`src/rtl/dirq_pkg.sv`:
```
package dirq_pkg;

    localparam int REG_W     = 32;
    localparam int CH_N      = 7;
    localparam int AUX_W     = 6;
    localparam int FORCE_BIT = 15;
    localparam int EN_LSB    = 16;
    localparam int GLB_BIT   = 23;
    localparam int FLG_LSB   = 24;
    localparam int MST_BIT   = 31;

    // Bits a software write may load directly.
    localparam logic [REG_W-1:0] WR_MASK =
          REG_W'((64'd1 << AUX_W) - 64'd1)
        | REG_W'(64'd1 << FORCE_BIT)
        | REG_W'(((64'd1 << CH_N) - 64'd1) << EN_LSB)
        | REG_W'(64'd1 << GLB_BIT);

    typedef struct packed {
        logic [REG_W-1:0] ctrl;  // masked control word, non-writable bits zero
        logic [CH_N-1:0]  flg;   // per-channel completion flags
        logic             mst;   // master flag
        logic             irq;   // one-cycle request
    } dirq_state_t;

endpackage

```
`src/rtl/dirq_ctrl_latch.sv`:
```
module dirq_ctrl_latch
    import dirq_pkg::*;
(
    input  logic             wr_en,
    input  logic [REG_W-1:0] wr_data,
    input  logic [REG_W-1:0] ctrl_q,
    output logic [REG_W-1:0] ctrl_d
);

    always_comb begin
        ctrl_d = ctrl_q;
        if (wr_en) begin
            ctrl_d = wr_data & WR_MASK;
        end
    end

endmodule

```
`src/rtl/dirq_flag_cell.sv`:
```
module dirq_flag_cell (
    input  logic flg_q,
    input  logic en_q,
    input  logic done,
    input  logic clr,
    output logic flg_d
);

    // A completion that arrives with the channel enabled outranks a clear.
    always_comb begin
        flg_d = flg_q & ~clr;
        if (done && en_q) begin
            flg_d = 1'b1;
        end
    end

endmodule

```
`src/rtl/dirq_master_eval.sv`:
```
module dirq_master_eval
    import dirq_pkg::*;
(
    input  logic            glb,
    input  logic            force_err,
    input  logic [CH_N-1:0] flg,
    input  logic            mst_q,
    output logic            mst_d,
    output logic            irq_d
);

    logic cond;

    always_comb begin
        cond  = (glb && (|flg)) || force_err;
        mst_d = cond;
        irq_d = cond && !mst_q;
    end

endmodule

```
`src/rtl/dma_irq_ctrl.sv`:
```
module dma_irq_ctrl
    import dirq_pkg::*;
(
    input  logic             clk,
    input  logic             rst_n,
    input  logic             wr_en,
    input  logic [REG_W-1:0] wr_data,
    input  logic [CH_N-1:0]  ch_done,
    output logic [REG_W-1:0] rd_data,
    output logic             irq_req
);

    dirq_state_t state_q;
    dirq_state_t state_d;

    logic [REG_W-1:0] ctrl_d;
    logic [CH_N-1:0]  flg_d;
    logic [CH_N-1:0]  clr_vec;
    logic [CH_N-1:0]  en_q;
    logic             mst_d;
    logic             irq_d;

    assign en_q    = state_q.ctrl[EN_LSB +: CH_N];
    assign clr_vec = wr_en ? wr_data[FLG_LSB +: CH_N] : '0;

    dirq_ctrl_latch u_ctrl (
        .wr_en   (wr_en),
        .wr_data (wr_data),
        .ctrl_q  (state_q.ctrl),
        .ctrl_d  (ctrl_d)
    );

    for (genvar gi = 0; gi < CH_N; gi++) begin : g_flag
        dirq_flag_cell u_cell (
            .flg_q (state_q.flg[gi]),
            .en_q  (en_q[gi]),
            .done  (ch_done[gi]),
            .clr   (clr_vec[gi]),
            .flg_d (flg_d[gi])
        );
    end

    dirq_master_eval u_master (
        .glb       (ctrl_d[GLB_BIT]),
        .force_err (ctrl_d[FORCE_BIT]),
        .flg       (flg_d),
        .mst_q     (state_q.mst),
        .mst_d     (mst_d),
        .irq_d     (irq_d)
    );

    always_comb begin
        state_d      = state_q;
        state_d.ctrl = ctrl_d;
        state_d.flg  = flg_d;
        state_d.mst  = mst_d;
        state_d.irq  = irq_d;
    end

    always_ff @(posedge clk or negedge rst_n) begin
        if (!rst_n) begin
            state_q <= '0;
        end else begin
            state_q <= state_d;
        end
    end

    always_comb begin
        rd_data                    = state_q.ctrl;
        rd_data[FLG_LSB +: CH_N]   = state_q.flg;
        rd_data[MST_BIT]           = state_q.mst;
    end

    assign irq_req = state_q.irq;

endmodule

```
`config.mk`:
```
export PLATFORM = sky130hd
export DESIGN_NAME = dma_irq_ctrl
export DESIGN_NICKNAME = d
export VERILOG_FILES = /design/src/rtl/dirq_pkg.sv /design/src/rtl/dirq_ctrl_latch.sv /design/src/rtl/dirq_flag_cell.sv /design/src/rtl/dirq_master_eval.sv /design/src/rtl/dma_irq_ctrl.sv
export SDC_FILE = /design/constraint.sdc
export NUM_CORES = 1
export LEC_CHECK = 0
export BUFFER_PORTS_ARGS = -buffer_cell sky130_fd_sc_hd__buf_2
export CORE_UTILIZATION = 37
export CTS_CLUSTER_SIZE = 10
export DETAILED_ROUTE_END_ITERATION = 12
export PLACE_DENSITY_LB_ADDON = 0.1
export REMOVE_ABC_BUFFERS = 1
export SYNTH_ARGS = -nofsm -noshare
export SYNTH_HDL_FRONTEND = slang
export SYNTH_SLANG_ARGS = --single-unit
export TNS_END_PERCENT = 100
```
`constraint.sdc`:
```
create_clock -name clk -period 1.2 [get_ports clk]
set_input_delay 0.3 -clock clk [delete_from_list [all_inputs] [get_ports clk]]
set_output_delay 0.3 -clock clk [all_outputs]
set_load 0.02 [all_outputs]
```
==> impl_metrics.py <==
metrics = {
    "yosys": {
        "synth_area_sq_um": 1151,
        "yosysWarningCount": 0,
        "yosys.area.top_type": "dfrtp_1",
        "ys_top_cells_by_count": "buf_4, dfrtp_1, mux2_2",
        "muxShareOfSynthArea_pct": 14.67,
        "synth-adder-area-share_pct": 0,
        "synthDistinctLibCells": 17,
        "synth_top_cell_area_share_pct": 52.17,
        "synth_top_family_by_area": "buffers and inverters",
        "synthFlopType": "dfrtp_1",
        "yosysSeqAreaShare_pct": 52.17,
        "synth_edf_count": 0,
        "synth-xor-area-share_pct": 0,
        "syn_avg_cell_area_sq_um": 12.25,
        "syn_inst": 94,
        "post_synth_and_or_nand_nor_area_fraction_pct": 8.043,
        "synth_compound_area_share_pct": 7.717,
        "synth-async-reset-ratio_pct": 100.0,
        "synth_seq_cells": 24,
        "netlist_top_cells_area": "dfrtp_1, buf_4, mux2_2",
    },
    "global_route": {
        "grt_pass1_vias": 856,
        "track_usage_pct": 15.25,
        "grt_max_degree": 25,
        "gr-total-overflow": 0,
        "grt_pass1_wl_microns": 3808,
        "antenna_found_initial": 0,
    },
    "place": {
        "dp_hpwl_microns": 1679,
        "port-buffer-count": 55,
        "post-place-ws_ns": -0.4242,
        "post_dp_cell_area_sq_um": 1411,
        "routabilityCongestion": 0.6968,
    },
    "timing": {
        "post-route-min-period_ns": 1.285,
        "rsz0062_at_grt": "true",
        "fin_crit_sh_pct": 107.1,
        "worst_slew_pin_slew_ns": 0.5326,
        "slew_violations": 0,
        "tns_ns": -0.7368,
        "max_slew_margin_pct": 64.49,
        "hold_viol_final": 0,
        "worst_slack_ns": -0.08543,
        "finClkSkew_ns": 0.008892,
        "hold-worst-slack_ns": 0.1949,
        "fmax_mhz": 778.0,
        "setup_viol_count_final": 11,
    },
    "worst_setup_path": {
        "path_common_cell": "buf_6",
        "cp.arrival_ns": 0.99,
        "worst_setup_path_end_kind": "output port",
        "reg2reg_slack_ns": -0.07,
        "criticalPathCategory": "flip-flop to output port",
        "cp_slowest_cell": "dfrtp_1",
        "critical-path-top-delay-family": "flip-flops",
        "worst_setup_path_start_kind": "flip-flop",
        "cp.required_ns": 0.90,
        "cp_cell_sequence": "buf_6 -> buf_6",
        "path_max_fanout": 2,
        "worst_path_largest_cell_delay_ns": 0.42,
        "path_buf_inv": 2,
    },
    "routing": {
        "vias_per_cell": 4.649,
        "first_pass_iters": 8,
        "post-route-drc-count": 4,
        "vias": 874,
        "ant_nets": 0,
        "wl_per_cell_microns": 12.81,
        "wirelength_microns": 2408,
        "first_iter_violations": 17,
    },
    "worst_hold_path": {
        "hold_class": "input port to flip-flop",
    },
    "clock_tree": {
        "root_buffer": "clkbuf_4",
        "clock_latency_ns": 0.32,
        "cts_tree": "done",
        "cts_sinks": 24,
        "clkTransAtPathRegs_ns": 0.15,
        "h-tree-depth": 1,
        "numCtsBuffers": 3,
        "cts_buffer_depth": 2,
    },
    "run": {
        "max_cap_violations": 0,
    },
    "die": {
        "core_area_sq_um": 2853,
        "fp.dieW_microns": 57.78,
        "dieArea_sq_um": 3338,
        "io_pins": 75,
        "num_rows": 19,
        "start_util_pct": 40.35,
        "die_y_microns": 57.78,
    },
    "outcome": {
        "status": "complete, but fails checks",
        "violations": "design-rule violations, negative setup slack",
    },
    "power_and_ir_drop": {
        "p_total_mw": 2.331,
        "clockPowerShare_pct": 25.7,
        "switching_share_pct": 28.40,
        "power_leakage_nw": 0.8731,
        "p_int_mw": 1.669,
        "p_switching_uw": 662.0,
        "seqPwrFrac_pct": 41.5,
        "power_density_nw_per_um2": 1317,
        "p_comb_share_pct": 32.8,
        "irDropWorstVdd_uv": 619.9,
    },
    "cells_and_area": {
        "stdcell_area_sq_um": 1770,
        "drive_above_1_share_pct": 68.15,
        "syn_to_final_growth_pct": 53.80,
        "nets": 200,
        "fill_cells": 237,
        "diodes": 0,
    },
}
## registers in the layout (all words and copies together) (netlist names)
signal and cells:
irq_req 1, rd_data 23
## kinds of logic (layout without fill, tap and decap cells)
kind of cell	after synthesis	in the layout
DFF	24	24
other	1	9
muxes	15	15
and+or+nand+nor	17	17
buffers and inverters	26	81
AOI/OAI and AO/OA	11	11
## per-stage QoR
| step | instances | util, % |
|---|---|---|
| 6_report | 188 | 62.06 |
| 3_3_place_gp | 177 | 49.47 |
| 2_1_floorplan | 76 | - |
| 3_5_place_dp | 177 | 49.47 |
| 4_1_cts | 187 | 57.59 |
| 5_1_grt | 188 | 62.06 |
## placed cells by master (no fill, tap or decap), drive strengths merged
master        n
a2111oi       3
a21boi        3
a21o          3
a221oi        1
a22o          1
and2          6
and4          1
buf          76
bufinv        1
clkbuf        3
conb          9
dfrtp        24
dlygate4sd3   1
mux2         15
nand2         4
nor2          2
nor3          1
or2           3
## what timing repair did
action	in CTS	in global routing
gates resized for setup	37	34
hold buffers	1	0
pin swaps	3	3
setup endpoints to repair	15	25
endpoints found under the hold margin	24	0
buffers inserted	5	1
## power by group through the flow
stage	combinational, mW	sequential [mW]	clock, mW
global route	0.819	0.979	0.652
global placement	0.523	0.959	0
detailed placement	0.529	0.963	0
finish	0.766	0.966	0.599
CTS	0.678	0.955	0.612
floorplan	0.147	1.09	0
## routing by layer
layer / up-vias / track usage [%] / wire length [microns]
li1: 412 / - / -
met2: 38 / 27.57 / 1328
met5: - / 0 / 0
met3: 2 / 2.232 / 141
met1: 422 / 18.19 / 922
met4: 0 / 6.122 / 16
## final timing paths
kind | depth (start not counted) | endpoint | startpoint
max in group asynchronous | 2 | rd_data[0]$_DFFE_PN0P_ | rst_n
min | 2 | rd_data[2]$_DFFE_PN0P_ | wr_data[2]
min reg2reg | 1 | irq_req$_DFF_PN0_ | rd_data[31]$_DFF_PN0_
max reg2reg | 4 | rd_data[31]$_DFF_PN0_ | rd_data[22]$_DFFE_PN0P_
max | 2 | rd_data[24] | rd_data[24]$_DFF_PN0_
min in group asynchronous | 2 | rd_data[23]$_DFF_PN0_ | rst_n
## layout make-up
type	count	area (sq um)	share of cell area (%)
Clock buffer	3	22.52	1.272
Clock inverter	1	30.03	1.696
Multi-Input combinational cell	52	467.9	26.43
Sequential cell	24	600.6	33.92
Tap cell	31	38.79	2.191
Timing Repair Buffer	77	610.6	34.49
(Power assumes the default switching activity.)
